`config.mk`:
```
export PLATFORM = sky130hd
export DESIGN_NAME = msr_exit_filter
export DESIGN_NICKNAME = d
export VERILOG_FILES = /design/src/rtl/msrf_pkg.sv /design/src/rtl/msrf_decode.sv /design/src/rtl/msrf_bitsel.sv /design/src/rtl/msrf_fsm.sv /design/src/rtl/msr_exit_filter.sv
export SDC_FILE = /design/constraint.sdc
export NUM_CORES = 1
export LEC_CHECK = 0
export ABC_AREA = 1
export BUFFER_PORTS_ARGS = -buffer_cell sky130_fd_sc_hd__buf_2
export CAP_MARGIN = 20
export CORE_MARGIN = 1
export CORE_UTILIZATION = 42
export CTS_CLUSTER_DIAMETER = 100
export DETAILED_ROUTE_END_ITERATION = 6
export GPL_ROUTABILITY_DRIVEN = 0
export PLACE_DENSITY = 0.79
export SKIP_CTS_REPAIR_TIMING = 1
export SYNTH_ARGS = -nofsm -noshare
export SYNTH_HDL_FRONTEND = slang
export SYNTH_SLANG_ARGS = --single-unit
```
`constraint.sdc`:
```
create_clock -name clk -period 1.4 [get_ports clk]
set_input_delay 0.14 -clock clk [delete_from_list [all_inputs] [get_ports clk]]
set_output_delay 0.14 -clock clk [all_outputs]
set_load 0.03 [all_outputs]
```
`src/rtl/msrf_pkg.sv`:
```
package msrf_pkg;

    typedef enum logic [1:0] {
        ST_IDLE  = 2'd0,
        ST_FETCH = 2'd1,
        ST_WAIT  = 2'd2,
        ST_DONE  = 2'd3
    } msrf_state_e;

    // quarter selection: {write, high_window}
    typedef enum logic [1:0] {
        QTR_RD_LO = 2'd0,
        QTR_RD_HI = 2'd1,
        QTR_WR_LO = 2'd2,
        QTR_WR_HI = 2'd3
    } msrf_qtr_e;

    localparam int unsigned QTR_BYTES  = 1024;
    localparam int unsigned BYTE_OFF_W = $clog2(QTR_BYTES);
    localparam int unsigned BIT_SEL_W  = 3;
    localparam int unsigned WIN_BITS   = BYTE_OFF_W + BIT_SEL_W;
    localparam int unsigned REGION_W   = BYTE_OFF_W + 2;
    localparam logic [31:0] LO_WIN_START = 32'h0000_0000;
    localparam logic [31:0] HI_WIN_START = 32'hC000_0000;

endpackage

```
`src/rtl/msrf_decode.sv`:
```
module msrf_decode
    import msrf_pkg::*;
#(
    parameter int unsigned ADDR_W = 40
) (
    input  logic [31:0]          index,
    input  logic                 write,
    input  logic [ADDR_W-1:0]    base,
    output logic                 in_range,
    output logic [ADDR_W-1:0]    byte_addr,
    output logic [BIT_SEL_W-1:0] bit_sel
);

    localparam int unsigned TAG_W = 32 - WIN_BITS;

    logic      hit_lo;
    logic      hit_hi;
    msrf_qtr_e qtr;

    always_comb begin
        hit_lo   = (index[31:WIN_BITS] == LO_WIN_START[31:WIN_BITS]);
        hit_hi   = (index[31:WIN_BITS] == HI_WIN_START[31:WIN_BITS]);
        in_range = hit_lo || hit_hi;
        qtr      = msrf_qtr_e'({write, hit_hi});
        // base is taken as 4 KB aligned: its low REGION_W bits are dropped
        byte_addr = {base[ADDR_W-1:REGION_W], qtr, index[WIN_BITS-1:BIT_SEL_W]};
        bit_sel   = index[BIT_SEL_W-1:0];
    end

    initial begin
        assert (TAG_W > 0);
        assert (ADDR_W > REGION_W);
    end

endmodule

```
`src/rtl/msrf_bitsel.sv`:
```
module msrf_bitsel #(
    parameter int unsigned DATA_W = 8,
    parameter int unsigned SEL_W  = $clog2(DATA_W)
) (
    input  logic [DATA_W-1:0] data,
    input  logic [SEL_W-1:0]  sel,
    output logic              bit_out
);

    logic [DATA_W-1:0] onehot;

    for (genvar i = 0; i < DATA_W; i++) begin : g_sel
        assign onehot[i] = data[i] && (sel == SEL_W'(i));
    end

    assign bit_out = |onehot;

endmodule

```
`src/rtl/msrf_fsm.sv`:
```
module msrf_fsm
    import msrf_pkg::*;
#(
    parameter int unsigned ADDR_W = 40
) (
    input  logic                 clk,
    input  logic                 rst_n,
    input  logic                 req_valid,
    input  logic                 bitmap_en,
    input  logic                 in_range,
    input  logic [ADDR_W-1:0]    addr_in,
    input  logic [BIT_SEL_W-1:0] sel_in,
    input  logic                 mem_rvalid,
    input  logic                 hit,
    output logic                 req_ready,
    output logic                 mem_rd,
    output logic [ADDR_W-1:0]    mem_addr,
    output logic [BIT_SEL_W-1:0] sel_q,
    output logic                 done,
    output logic                 exit_req
);

    msrf_state_e       state, state_nx;
    logic              accept;
    logic              result_q;
    logic [ADDR_W-1:0] addr_q;

    assign accept = req_valid && (state == ST_IDLE);

    // state register
    always_ff @(posedge clk or negedge rst_n) begin
        if (!rst_n) state <= ST_IDLE;
        else        state <= state_nx;
    end

    // transitions
    always_comb begin
        state_nx = state;
        unique case (state)
            ST_IDLE:  if (accept) state_nx = (bitmap_en && in_range) ? ST_FETCH : ST_DONE;
            ST_FETCH: state_nx = ST_WAIT;
            ST_WAIT:  if (mem_rvalid) state_nx = ST_DONE;
            ST_DONE:  state_nx = ST_IDLE;
        endcase
    end

    // captured request and answer
    always_ff @(posedge clk or negedge rst_n) begin
        if (!rst_n) begin
            addr_q   <= '0;
            sel_q    <= '0;
            result_q <= 1'b0;
        end else if (accept) begin
            addr_q   <= addr_in;
            sel_q    <= sel_in;
            result_q <= 1'b1;
        end else if (state == ST_WAIT && mem_rvalid) begin
            result_q <= hit;
        end
    end

    // outputs
    always_comb begin
        req_ready = 1'b0;
        mem_rd    = 1'b0;
        done      = 1'b0;
        unique case (state)
            ST_IDLE:  req_ready = 1'b1;
            ST_FETCH: mem_rd    = 1'b1;
            ST_WAIT:  ;
            ST_DONE:  done      = 1'b1;
        endcase
        mem_addr = addr_q;
        exit_req = done && result_q;
    end

    assert_forced_exit_R1: assert property (@(posedge clk) disable iff (!rst_n)
        (req_valid && req_ready && !bitmap_en) |=> (done && exit_req && !mem_rd));

    assert_out_of_range_R2: assert property (@(posedge clk) disable iff (!rst_n)
        (req_valid && req_ready && !in_range) |=> (done && !mem_rd));

    assert_read_after_accept_R6: assert property (@(posedge clk) disable iff (!rst_n)
        (req_valid && req_ready && bitmap_en && in_range) |=> mem_rd);

    assert_read_pulse_R6: assert property (@(posedge clk) disable iff (!rst_n)
        mem_rd |=> !mem_rd);

    assert_done_pulse_R7: assert property (@(posedge clk) disable iff (!rst_n)
        done |=> (!done && req_ready));

    assert_busy_not_ready_R8: assert property (@(posedge clk) disable iff (!rst_n)
        (mem_rd || done) |-> !req_ready);

endmodule

```
`src/rtl/msr_exit_filter.sv`:
```
module msr_exit_filter
    import msrf_pkg::*;
#(
    parameter int unsigned ADDR_W = 40
) (
    input  logic              clk,
    input  logic              rst_n,
    input  logic              req_valid,
    input  logic [31:0]       req_index,
    input  logic              req_write,
    input  logic              bitmap_en,
    input  logic [ADDR_W-1:0] bitmap_base,
    output logic              req_ready,
    output logic              mem_rd,
    output logic [ADDR_W-1:0] mem_addr,
    input  logic              mem_rvalid,
    input  logic [7:0]        mem_rdata,
    output logic              done,
    output logic              exit_req
);

    logic                 in_range;
    logic [ADDR_W-1:0]    dec_addr;
    logic [BIT_SEL_W-1:0] dec_sel;
    logic [BIT_SEL_W-1:0] sel_q;
    logic                 hit;

    msrf_decode #(.ADDR_W(ADDR_W)) u_decode (
        .index     (req_index),
        .write     (req_write),
        .base      (bitmap_base),
        .in_range  (in_range),
        .byte_addr (dec_addr),
        .bit_sel   (dec_sel)
    );

    msrf_bitsel #(.DATA_W(8), .SEL_W(BIT_SEL_W)) u_bitsel (
        .data    (mem_rdata),
        .sel     (sel_q),
        .bit_out (hit)
    );

    msrf_fsm #(.ADDR_W(ADDR_W)) u_fsm (
        .clk        (clk),
        .rst_n      (rst_n),
        .req_valid  (req_valid),
        .bitmap_en  (bitmap_en),
        .in_range   (in_range),
        .addr_in    (dec_addr),
        .sel_in     (dec_sel),
        .mem_rvalid (mem_rvalid),
        .hit        (hit),
        .req_ready  (req_ready),
        .mem_rd     (mem_rd),
        .mem_addr   (mem_addr),
        .sel_q      (sel_q),
        .done       (done),
        .exit_req   (exit_req)
    );

endmodule

```
# Word level (Yosys, flattened, before mapping)
# Index checks and enable logic that the tools add are counted.
totals:
  register_bits: 46
  input_bits: 86
  out_inout_bits: 44
  word_cells: 45
classes:
  n_eq_ne: 13
  n_mux: 9
  reduce_logical: 19
ops:
  columns: ["op", "n"]
  rows:
  - ["equality test 19 bit (second input constant)", 1]
  - ["logical NOT 19 bit", 1]
  - ["equality test 3 bit (second input constant)", 4]
  - ["logical AND 1 bit", 12]
  - ["case mux 2 bit (4 select lines)", 1]
  - ["OR reduction 8 bit", 1]
  - ["equality test 3 x 2 -> 1 bit (second input constant)", 2]
  - ["two-way mux 2 bit", 3]
  - ["two-way mux 1 bit", 5]
  - ["equality test 2 bit (second input constant)", 2]
  - ["equality test 3 x 1 -> 1 bit (second input constant)", 1]
  - ["logical NOT 3 bit", 1]
  - ["equality test 2 x 1 -> 1 bit (second input constant)", 1]
  - ["logical NOT 2 bit", 1]
  - ["inequality test 2 x 1 -> 1 bit (second input constant)", 1]
  - ["inequality test 2 bit (second input constant)", 1]
  - ["AND reduction 2 bit", 1]
  - ["nonzero test 2 bit", 1]
  - ["logical OR 1 bit", 1]

# Longest topological paths before layout
logic_depth:
  depth_word: 6
  depth_mapped: 7
  ltp_nobuf: 7

# By module
# From an unflattened synthesis, not the netlist that was laid out.
unflattened:
  cells_unflattened: 307
  hier_area_um2: 2501.1
by_module_without_submodules:
  columns: ["module", "instances", "cells_each", "area_per_inst_um2", "seq_area_each_um2"]
  rows:
  - ["msrf_fsm", 1, 220, 1995.7, 1151.1]
  - ["msrf_decode", 1, 66, 411.6, 0.0]
  - ["msrf_bitsel", 1, 21, 93.8, 0.0]

# Worst setup path before layout
# No wires, ideal clock.
synth_timing:
  path_kind: "register to register"
  from: "reg u_fsm.state[0]"
  to: "reg u_fsm.sel_q[1]"
  setup_time_ps: 126
  arrival_ps: 1361
  required_ps: 1274
  path_slack_ps: -87
  path_stages_with_launch: 7
  path_buffers: 1
  synth_period_minus_slack_ps: 1487
  path_cell_list: "dfrtp_1 > inv_1 > ha_1 > nand2_2 > inv_4 > buf_6 > o21ai_0"
synth_via:
  elab_chain_len: 2
synth_lines:
  columns: ["element", "line", "source"]
  rows:
  - ["from (decl)", "msrf_fsm.sv:23", "msrf_state_e state, state_nx;"]
  - ["from (signal assigned)", "msrf_fsm.sv:33", "else state <= state_nx;"]
  - ["logical NOT 2 bit", "msrf_fsm.sv:28", "assign accept = req_valid && (state == ST_IDLE);"]
  - ["logical AND 1 bit", "msrf_fsm.sv:28", null]
  - ["to (signal assigned)", "msrf_fsm.sv:55", "sel_q <= sel_in;"]
  - ["to (decl)", "msrf_fsm.sv:18", "output logic [BIT_SEL_W-1:0] sel_q,"]
# No other way between the ends.
# A chain may end at the register's enable or synchronous reset.

# Worst setup path after layout
layout_timing:
  from: "reg u_fsm.state[1]"
  to: "out exit_req"
layout_via:
  elab_chain_len: 3
layout_lines:
  columns: ["element", "line", "source"]
  rows:
  - ["equality test 2 bit", "msrf_fsm.sv:67", "unique case (state)"]
  - ["two-way mux 1 bit", "msrf_fsm.sv:67", null]
  - ["logical AND 1 bit", "msrf_fsm.sv:74", "exit_req = done && result_q;"]
  - ["to (decl)", "msr_exit_filter.sv:19", "output logic exit_req"]
# No other way between the ends.

==> impl_metrics.yaml <==
detailed_routing:
  drc_errors: 0
  totalWireLength_mm: 4.73
  viasPerCell: 4.49
  routedWlPerCell_microns: 11.0
  ant_nets: 0
  via_count: 1929
  drt_first_iter_violations: 73
  dr.pass1.iters: 4
floorplanning:
  die_y_microns: 71.5
  ios: 130
  start_util_pct: 45.1
  dieArea_sq_um: 5110
  row_count: 24
  fp.dieW_microns: 71.5
  core_sq_um: 4500
placed_design:
  place_area_sq_um: 2720
  hpwl_mm: 3.50
  port_buffers: 117
critical_path:
  critPathMaxFanout: 3
  cp_slowest_stage_delay_ps: 380
  worstPathArrival_ps: 1200
  end_kind: "output port"
  startpoint_type: "register"
  worst-path-buf-inv: 3
  crit_family: "flip-flops"
  crit_slowest_cell: "dfrtp_1"
  required_ps: 1260
  worstSetupPathType: "reg -> out"
  path_cells: "buf_4 > ha_2 > nand2_1 > inv_1 > buf_6"
synth:
  synth_area_leaders: "dfrtp_1 (57%), nand2_1 (26%), inv_1 (3.3%)"
  syn_avg_cell_area_sq_um: 8.02
  synth_area_sq_um: 2030
  synth_top_area_share_pct: 56.7
  syn_nets: 343
  synthAdderAreaFrac_pct: 2.47
  synthCells: 253
  synth_xor_area_share_pct: 0
  synth-simple-area-share_pct: 32.1
  synth_top_family_by_area: "simple AND/OR/NAND/NOR gates"
  yosysSeqAreaShare_pct: 56.7
  synth_top_area_cell: "dfrtp_1"
  ys_seq_elements: 46
  ys_types: 17
  synth_compound_area_share_pct: 1.66
  yosys_warnings: 0
  muxShareOfSynthArea_pct: 0
global_routing:
  grt_usage_pct: 19.7
  globalRoute.totalOverflow: 0
  grt_pass1_wl_mm: 7.96
  first_global_vias: 1907
  antenna_found_initial: 0
  grt_start_max_net_pins: 47
pwr:
  total_power_mw: 6.58
  p_leak_nw: 1.74
  max-vdd-ir-drop_uv: 1280
  p_per_area_nw_per_um2: 2310
layout:
  n_fill_cell: 414
  antenna_cells: 0
  stdcell_area_sq_um: 2860
  layout_common_cells: "nand2_1 (143), buf_2 (116), dfrtp_1 (46), inv_1 (17), nor2_1 (14)"
  drive_gt1_share_pct: 36.5
  final_nets: 468
  layout_commonest_cell: "nand2_1"
  utilization_pct: 63.4
  synthToLayoutAreaGrowth_pct: 40.8
clock_tree:
  clk_path_buf_depth: 2
  root_buffer: "clkbuf_8"
  htree_num_levels: 2
  cts_tree: "built"
  clock_latency_ps: 290
  numCtsBuffers: 5
  clock-sinks: 46
  clk_pin_slew_worst_paths_ps: 80
sta:
  hold_violations: 0
  timing.slew.headroom_pct: 80.7
  setup_viol: 0
  max_freq_mhz: 749
  min_period_over_period_pct: 95.4
  fin_setup_tns_ps: 0
  tightest_slew_ps: 290
  slew_violations: 0
  finClkSkew_ps: 2.52
  min_period_ps: 1340
run:
  drv_cap: 0
status:
  status: "complete, no violations"
worst_hold_path:
  holdCritPathClass: "in -> reg"
-- power by group --
part,internal [mW],switching (mW),total [mW]
Sequential,1.94,0.327,2.26
Combinational,1.08,2.26,3.34
Clock,0.571,0.413,0.984
-- path summary, 6_finish.rpt --
check	startpoint	endpoint	slack (ps)	cells after the start
worst max-delay path	u_fsm.state[1]$_DFFE_PN0P_	exit_req	60	5
worst min-delay path	req_index[3]	u_fsm.mem_addr[0]$_DFFE_PN0P_	40	3
worst max register to register	u_fsm.state[0]$_DFFE_PN0P_	u_fsm.mem_addr[30]$_DFFE_PN0P_	100	6
worst min register to register	u_fsm.mem_addr[4]$_DFFE_PN0P_	u_fsm.mem_addr[4]$_DFFE_PN0P_	470	2
max in group asynchronous	rst_n	u_fsm.mem_addr[20]$_DFFE_PN0P_	830	3
min in group asynchronous	rst_n	u_fsm.state[0]$_DFFE_PN0P_	350	3
-- per-layer routing --
metal,vias up,track usage [%],share of wire (%)
li1,1000,-,-
met5,-,0,0
met2,67,34.2,49
met4,0,5.45,0.76
met3,4,4.92,5.7
met1,858,24.5,45
-- layout make-up --
cell class / instances / area, sq um / share of cell area [%]
Sequential cell: 46 / 1150 / 40.3
Inverter: 20 / 77.6 / 2.72
Timing Repair Buffer: 126 / 699 / 24.5
Clock buffer: 6 / 82.6 / 2.89
Clock inverter: 1 / 30.0 / 1.05
Tap cell: 52 / 65.1 / 2.28
Multi-Input combinational cell: 179 / 751 / 26.3
-- worst reg2reg max path, delay by kind of cell, from the launching register on --
family | cells | cell delay (ps)
buffers and inverters | 2 | 350
AND/OR/NAND/NOR | 3 | 320
adder cells (fa/ha/maj) | 1 | 180
flip-flops | 1 | 400
-- logic make-up after synthesis --
logic type | Yosys count
flip-flops | 46
AND/OR/NAND/NOR | 169
adder cells (fa/ha/maj) | 4
buffers and inverters | 28
AO/OA/AOI/OAI | 6
-- stage by stage --
step	instances	hold WS, ps	setup WS (ps)
4_1_cts	429	-176	-0.798
3_5_place_dp	422	139	49.2
3_3_place_gp	422	138	86.9
2_1_floorplan	253	-156	48.5
5_1_grt	430	39.4	-5.88
6_report	430	39.0	64.3
-- synth_stat cells --
cell / number
nand2_1: 143
dfrtp_1: 46
inv_1: 18
nor2_1: 14
nand3_1: 9
buf_2: 4
buf_6: 4
ha_1: 4
o21ai_0: 3
a21oi_1: 1
a22oi_1: 1
inv_2: 1
inv_4: 1
nand2_2: 1
nor3_1: 1
o22ai_1: 1
or2_0: 1
-- flip-flops by register name, summed over array words and instances (netlist names) --
name	cells
u_fsm.sel_q	3
u_fsm.state	2
u_fsm.result_q	1
u_fsm.mem_addr	40
(Power assumes the default switching activity.)
